**src/rtl/rsr_pkg.sv**
```systemverilog
package rsr_pkg;

    parameter int unsigned TAG_W = 5;
    parameter int unsigned SEQ_W = 16;

    typedef struct packed {
        logic             valid;
        logic [TAG_W-1:0] tag;
        logic [SEQ_W-1:0] seq;
    } slot_t;

    function automatic slot_t empty_slot();
        slot_t s;
        s.valid = 1'b0;
        s.tag   = '0;
        s.seq   = '0;
        return s;
    endfunction

    function automatic logic lat_legal(input int unsigned lat, input int unsigned depth);
        return (lat >= 1) && (lat < depth);
    endfunction

endpackage

```
**src/rtl/rsr_row_array.sv**
```systemverilog
module rsr_row_array
    import rsr_pkg::*;
#(
    parameter int unsigned DEPTH = 8,
    parameter int unsigned LAT_W = $clog2(DEPTH) + 1
) (
    input  logic             clk,
    input  logic             rst,
    input  logic             flush,
    input  logic             ins_en,
    input  logic [LAT_W-1:0] ins_lat,
    input  slot_t            ins_slot,
    output slot_t            head,
    output logic [DEPTH-1:0] shifted_valid
);

    slot_t rows [DEPTH];
    slot_t shifted [DEPTH];
    slot_t nxt [DEPTH];
    logic [DEPTH-1:0] row_valid;

    genvar i;
    generate
        for (i = 0; i < DEPTH; i++) begin : g_row
            if (i == DEPTH - 1) begin : g_top
                assign shifted[i] = empty_slot();
            end else begin : g_mid
                assign shifted[i] = rows[i+1];
            end

            assign shifted_valid[i] = shifted[i].valid;
            assign row_valid[i]     = rows[i].valid;

            always_comb begin
                if (flush)
                    nxt[i] = empty_slot();
                else if (ins_en && (int'(ins_lat) == i))
                    nxt[i] = ins_slot;
                else
                    nxt[i] = shifted[i];
            end

            always_ff @(posedge clk) begin
                if (rst)
                    rows[i] <= empty_slot();
                else
                    rows[i] <= nxt[i];
            end
        end
    endgenerate

    assign head = rows[0];


    flush_empties_chk: assert property (@(posedge clk) disable iff (rst)
        flush |=> (row_valid == '0));

endmodule

```
**src/rtl/rsr_order_check.sv**
```systemverilog
module rsr_order_check
    import rsr_pkg::*;
#(
    parameter int unsigned DEPTH = 8,
    parameter int unsigned LAT_W = $clog2(DEPTH) + 1
) (
    input  logic [DEPTH-1:0] shifted_valid,
    input  logic [LAT_W-1:0] lat,
    input  logic             flush,
    output logic             ready
);

    logic [DEPTH-1:0] conflict;

    genvar j;
    generate
        for (j = 0; j < DEPTH; j++) begin : g_cmp
            assign conflict[j] = shifted_valid[j] && (j >= int'(lat));
        end
    endgenerate

    assign ready = lat_legal(int'(lat), DEPTH) && !flush && (conflict == '0);

endmodule

```
**src/rtl/result_shift_table.sv**
```systemverilog
module result_shift_table
    import rsr_pkg::*;
#(
    parameter int unsigned DEPTH = 8,
    localparam int unsigned LAT_W = $clog2(DEPTH) + 1
) (
    input  logic             clk,
    input  logic             rst,
    input  logic             flush,
    input  logic             issue_valid,
    input  logic [LAT_W-1:0] issue_latency,
    input  logic [TAG_W-1:0] issue_dest_tag,
    input  logic [SEQ_W-1:0] issue_seq,
    output logic             issue_ready,
    output logic             wb_valid,
    output logic [TAG_W-1:0] wb_dest_tag,
    output logic [SEQ_W-1:0] wb_seq
);

    slot_t            head;
    slot_t            new_slot;
    logic [DEPTH-1:0] shifted_valid;
    logic             accept;

    assign accept         = issue_valid && issue_ready;
    assign new_slot.valid = 1'b1;
    assign new_slot.tag   = issue_dest_tag;
    assign new_slot.seq   = issue_seq;

    rsr_order_check #(.DEPTH(DEPTH), .LAT_W(LAT_W)) u_order (
        .shifted_valid (shifted_valid),
        .lat           (issue_latency),
        .flush         (flush),
        .ready         (issue_ready)
    );

    rsr_row_array #(.DEPTH(DEPTH), .LAT_W(LAT_W)) u_rows (
        .clk           (clk),
        .rst           (rst),
        .flush         (flush),
        .ins_en        (accept),
        .ins_lat       (issue_latency),
        .ins_slot      (new_slot),
        .head          (head),
        .shifted_valid (shifted_valid)
    );

    assign wb_valid    = head.valid && !flush;
    assign wb_dest_tag = head.tag;
    assign wb_seq      = head.seq;

    // Ordering monitor state for the checks below
    logic [SEQ_W-1:0] last_wb_seq;
    logic             seen_wb;

    always_ff @(posedge clk) begin
        if (rst) begin
            last_wb_seq <= '0;
            seen_wb     <= 1'b0;
        end else if (wb_valid) begin
            last_wb_seq <= wb_seq;
            seen_wb     <= 1'b1;
        end
    end


    wb_order_chk: assert property (@(posedge clk) disable iff (rst)
        (wb_valid && seen_wb) |-> (wb_seq > last_wb_seq));


    lat_range_stall_chk: assert property (@(posedge clk) disable iff (rst)
        ((issue_latency == '0) || (int'(issue_latency) >= DEPTH)) |-> !issue_ready);


    lat1_wb_chk: assert property (@(posedge clk) disable iff (rst)
        (accept && (issue_latency == LAT_W'(1))) ##1 !flush ##1 !flush
        |-> (wb_valid && (wb_seq == $past(issue_seq, 2))));

endmodule

```
**config.mk**
```make
export PLATFORM = sky130hd
export DESIGN_NAME = result_shift_table
export DESIGN_NICKNAME = d
export VERILOG_FILES = /design/src/rtl/rsr_pkg.sv /design/src/rtl/rsr_row_array.sv /design/src/rtl/rsr_order_check.sv /design/src/rtl/result_shift_table.sv
export SDC_FILE = /design/constraint.sdc
export NUM_CORES = 1
export LEC_CHECK = 0
export BUFFER_PORTS_ARGS = -buffer_cell sky130_fd_sc_hd__buf_2
export CAP_MARGIN = 30
export CORE_MARGIN = 2
export CORE_UTILIZATION = 56
export DETAILED_ROUTE_END_ITERATION = 8
export HOLD_SLACK_MARGIN = 0.12
export PLACE_DENSITY_LB_ADDON = 0.3
export SETUP_SLACK_MARGIN = 0.5
export SLEW_MARGIN = 20
export SYNTH_ARGS = -nofsm -noshare
export SYNTH_HDL_FRONTEND = slang
export SYNTH_SLANG_ARGS = --single-unit
```
**constraint.sdc**
```tcl
create_clock -name clk -period 3.89 [get_ports clk]
set_input_delay 0.5835 -clock clk [delete_from_list [all_inputs] [get_ports clk]]
set_output_delay 0.5835 -clock clk [all_outputs]
set_load 0.05 [all_outputs]
```
**Yosys cells after proc, flatten, opt, wreduce, memory -nomap -nowiden**

Memories as Yosys holds them, arrays and structs flattened.
Index checks and enable logic that the tools add are counted.

- Magnitude comparators: 9
- Eq/ne operators: 7
- Muxes and demuxes: 27
- Bitwise logic cells: 8
- Reductions and logical operators: 23

Operator list:

| operator | count |
|---|---|
| 22-bit two-way mux | 24 |
| 1-bit logical AND | 20 |
| 4-bit == test, second input constant | 4 |
| 3-bit by 4-bit greater-or-equal comparator with 1-bit output, first input constant | 3 |
| 4-bit by 3-bit == test with 1-bit output, second input constant | 2 |
| 1-bit by 4-bit greater-or-equal comparator with 1-bit output, first input constant | 2 |
| 2-bit by 4-bit greater-or-equal comparator with 1-bit output, first input constant | 2 |
| 8-bit zero test | 1 |
| 1-bit bitwise OR | 8 |
| 4-bit by 2-bit == test with 1-bit output, second input constant | 1 |
| 4-bit by 1-bit greater-or-equal comparator with 1-bit output, second input constant | 1 |
| 4-bit zero test | 1 |
| 4-bit < comparator, second input constant | 1 |
| 1-bit two-way mux | 3 |
| 1-bit zero test | 1 |

- Register bits after elaboration: 0
- Memory bits (writable): 176
- Bits of input ports: 29
- Output and inout port bits: 23
- Word-level logic and storage cells: 75
- Memories: 1

Memories:

| name | depth | width | rd ports | clocked after memory_dff | wr ports | line | text |
|---|---|---|---|---|---|---|---|
| u_rows.rows | 8 | 22 | 8 | 0 | 8 | rsr_row_array.sv:17 | `slot_t rows [DEPTH];` |

**Longest topological paths before layout**

- Depth in word-level cells: 9
- Mapped depth: 6
- Gate-level depth less buffers: 4

**Hierarchy**

A second synthesis with hierarchy kept.

- Cell total of the unflattened synthesis: 626
- Area total of the unflattened synthesis: 6477.5 µm²

Modules (own cells, without submodules):

| module | instances | cells an instance | area each (µm²) | sequential area each (µm²) |
|---|---|---|---|---|
| rsr_row_array | 1 | 612 | 6386.1 | 3523.4 |
| rsr_order_check | 1 | 11 | 67.6 | 0.0 |
| result_shift_table | 1 | 3 | 23.8 | 0.0 |

**Least setup slack after synthesis**

No wires, ideal clock.

- Kind: input -> output
- From: input port issue_latency[1]
- To: output port issue_ready
- Arrival time: 3504 ps
- Data required time: 3306 ps
- Slack: -198 ps
- Stages on the path: 5
- Buffers on the path: 1
- Path through: buf_6 -> o21bai_2 -> a22oi_2 -> a2bb2oi_1 -> a2111oi_0

- Word-level cells in the longest chain between the ends: 4
- Elaborated cells on any way between the ends: 20
- Those cells by class: 9 x order compare; 11 x reduce/logical

Ends and longest elaborated chain:

| element | line | text |
|---|---|---|
| start, declared | result_shift_table.sv:11 | `input logic [LAT_W-1:0] issue_latency,` |
| 1-bit by 4-bit greater-or-equal comparator with 1-bit output (tied with other cells) | rsr_order_check.sv:18 | `assign conflict[j] = shifted_valid[j] && (j >= int'(lat));` |
| 1-bit logical AND, on equally long branches | rsr_order_check.sv:18, rsr_pkg.sv:21 |  |
| 8-bit zero test / 1-bit logical AND (equally long branches) | rsr_order_check.sv:22 | `assign ready = lat_legal(int'(lat), DEPTH) && !flush && (conflict == '0);` |
| 1-bit logical AND (*) | rsr_order_check.sv:22 |  |
| end, declared | result_shift_table.sv:14 | `output logic issue_ready,` |

Mark *: on every way between the ends. The rest lies on a longest branch, timed or not.

==> out/metrics.cfg <==
[run_status]
status = finished clean

[global_route]
use_met2_pct = 32.21
grt_pass1_wl_mm = 18.06
grtUsageMet3_pct = 4.219
grt_busiest_layer = met2
grt_overflow = 0
use_met1_pct = 25.60
grtUsageTotal_pct = 19.69
antenna_found_initial = 0
grt_max_degree = 68
grt_pass1_vias = 3919

[timing]
post-route-min-period_ps = 2681
hold_viol = 0
finClkSkew_ps = 9.226
slew_violations = 0
tns_ps = 0
max_freq_ghz = 0.3730
slew_headroom_pct = 42.39
setup_viol = 0
rsz0062_at_grt = false
whs_ps = 345.8
tightest_slew_ps = 861.6
timing.final.crit_share_pct = 68.93

[setup_path]
r2r-start = u_rows.rows[1][43]
reg2regPathDepth = 4
worst-setup-path-type = reg -> out
slowest_stage = dfxtp_1
regToRegEndpoint = u_rows.rows[0][82]
worstSetupEndpointType = primary output
slowest_delay_ps = 360
worst-endpoint-arrival_ps = 2100
path_max_fanout = 4
start_kind = register
crit_required_ps = 3310
r2r_slack_ps = 1800
worst-path-buf-inv = 2
path_delay_family = compound AO/OA/AOI/OAI gates
path_cells = nor4_4, inv_1, a2bb2oi_1, a2111oi_2, buf_2

[synthesis]
ys_types = 37
syn_area_per_cell_um2 = 9.125
synthMuxAreaShare_pct = 3.475
synthTopCellsByArea = dfxtp_1, nand2_1, a21oi_1, and2_1, nand3_1
yosysTopAreaCell = dfxtp_1
syn-num-nets = 692
synth_edf_count = 0
ys.flop_type = dfxtp_1
async_flop_share_pct = 0
yosysMostFrequentCell = dfxtp_1
synth_top_family_by_area = simple AND/OR/NAND/NOR gates
synth_top_cell_area_share_pct = 58.24
synthSimpleGateAreaFrac_pct = 22.07
postSynthCellCount = 663
yosysWarnings = 0
synth_area_um2 = 6050
synth-xor-area-share_pct = 0
yosys_register_bits = 176
yosys.area_share.adder_pct = 0
synth-compound-area-share_pct = 9.886
seq_area_frac_synth_pct = 58.24
ys_top_cells_by_count = dfxtp_1, nand2_1, a21oi_1, nand3_1, and2_1

[floorplanning]
dieArea_um2 = 11650
start_util_pct = 58.08
coreArea_um2 = 10420
die_w_um = 107.9
rows = 37
pin_count = 52
die_h_um = 107.9

[clocking]
root_buffer = clkbuf_8
clk_latency_ps = 520
cts_made_buffers = 17
holdBufCountCts = 0
clock_sinks = 176
clockBufferDepth = 2
cts.clk_slew.worst_paths_ps = 70
postCtsSetupRepairBufs = 0
cts_tree = yes
post_cts_resized = 0
htreeDepth = 4

[pwr]
switching_share_pct = 22.94
leakage_nw = 2.435
power_mw = 3.516
peakVddDrop_uv = 323.6
p_per_area_nw_per_um2 = 522.0
clkPwrFrac_pct = 45.7
sequentialPowerShare_pct = 51.4
switching_power_uw = 806.6
comb_power_share_pct = 3.0
internal_power_mw = 2.709

[drt]
vias = 4192
drtPass1Iterations = 5
antenna_left = 0
drtIter0Drc = 213
routed_via_density = 5.087
wire_per_inst_um = 13.30
drc_errors = 0
wl_mm = 10.96

[final_layout]
seq_area_um2 = 3523
multi_input_area_um2 = 2155
largest_reg_flops = 176
drive_gt1_share_pct = 14.53
stdcell_area_um2 = 6735
num_antenna_cells = 0
largest_register = u_rows.rows
top_regs = u_rows.rows (176)
area_growth_pct = 11.33
fin_nets = 704
fillers = 832

[flow_run]
cap_violations = 0

[min_path]
hold_path_end = u_rows.rows[1][53]
min_delay_path_depth = 3
min_from = issue_seq[9]
min_path_type = in -> reg

[placed_design]
portBuffers = 51
place_hpwl_mm = 6.940
place_area_um2 = 6171
gp_congestion = 0.8136

cells by family after synthesis:
family	Yosys count
AOI/OAI and AO/OA	114
buffers and inverters	69
DFF	176
muxes	21
and+or+nand+nor	283
power by group through the flow:
stage / clock [mW] / sequential [mW] / combinational [mW]
after global routing: 1.70 / 1.81 / 0.114
after global placement: 0 / 1.85 / 0.0979
final: 1.61 / 1.81 / 0.104
after floorplan: 0 / 1.85 / 0.0575
after detailed placement: 0 / 1.85 / 0.102
after CTS: 1.62 / 1.81 / 0.103
layout make-up:
class / instances / area share [%]
Tap cell: 136 / 2.526
Clock buffer: 18 / 6.205
Multi-Input combinational cell: 418 / 31.99
Clock inverter: 14 / 2.174
Timing Repair Buffer: 58 / 4.570
Inverter: 4 / 0.2229
Sequential cell: 176 / 52.31
layout by cell type, fill, tap and decap left out, types with 10 or more instances in the layout:
cell and instances:
o21ai_1 10, buf_2 51, o21ai_0 32, a21oi_1 65, dfxtp_1 176, mux2i_1 21, clkbuf_16 16, and2_1 43
nand3_1 46, nand2_1 169
metrics by stage:
step                setup WS [ps]  instances  util [%]
floorplan                    1142        663         -
global route                 1065        824     64.66
finish                       1209        824     64.66
CTS                          1208        824     64.66
detailed placement           1433        792     59.24
global placement             1478        791     59.17
routing by layer:
metal  part of all wire [%]  vias up
li1                       -     2173
met1                     46     1895
met2                     47      114
met3                    5.6       10
met4                    1.2        0
met5                      0        -
worst register-to-register path, cell delays in order, from the launching register on:
cell,delay [ps]
dfxtp_1,360
nor4_4,360
nand4_1,740
nand3_1,350
o21ai_0,130
worst max path at each step:
stage | start | endpoint | slack (ps) | depth (start not counted)
after global placement | issue_latency[1] | issue_ready | 1480 | 6
after global routing | u_rows.rows[1][43] | issue_ready | 1060 | 5
after CTS | u_rows.rows[1][21] | issue_ready | 1210 | 5
after floorplan | issue_latency[1] | issue_ready | 1140 | 5
after detailed placement | issue_latency[1] | issue_ready | 1430 | 6
final | u_rows.rows[1][43] | issue_ready | 1210 | 5
No activity file was read; power rests on OpenSTA's default activity.
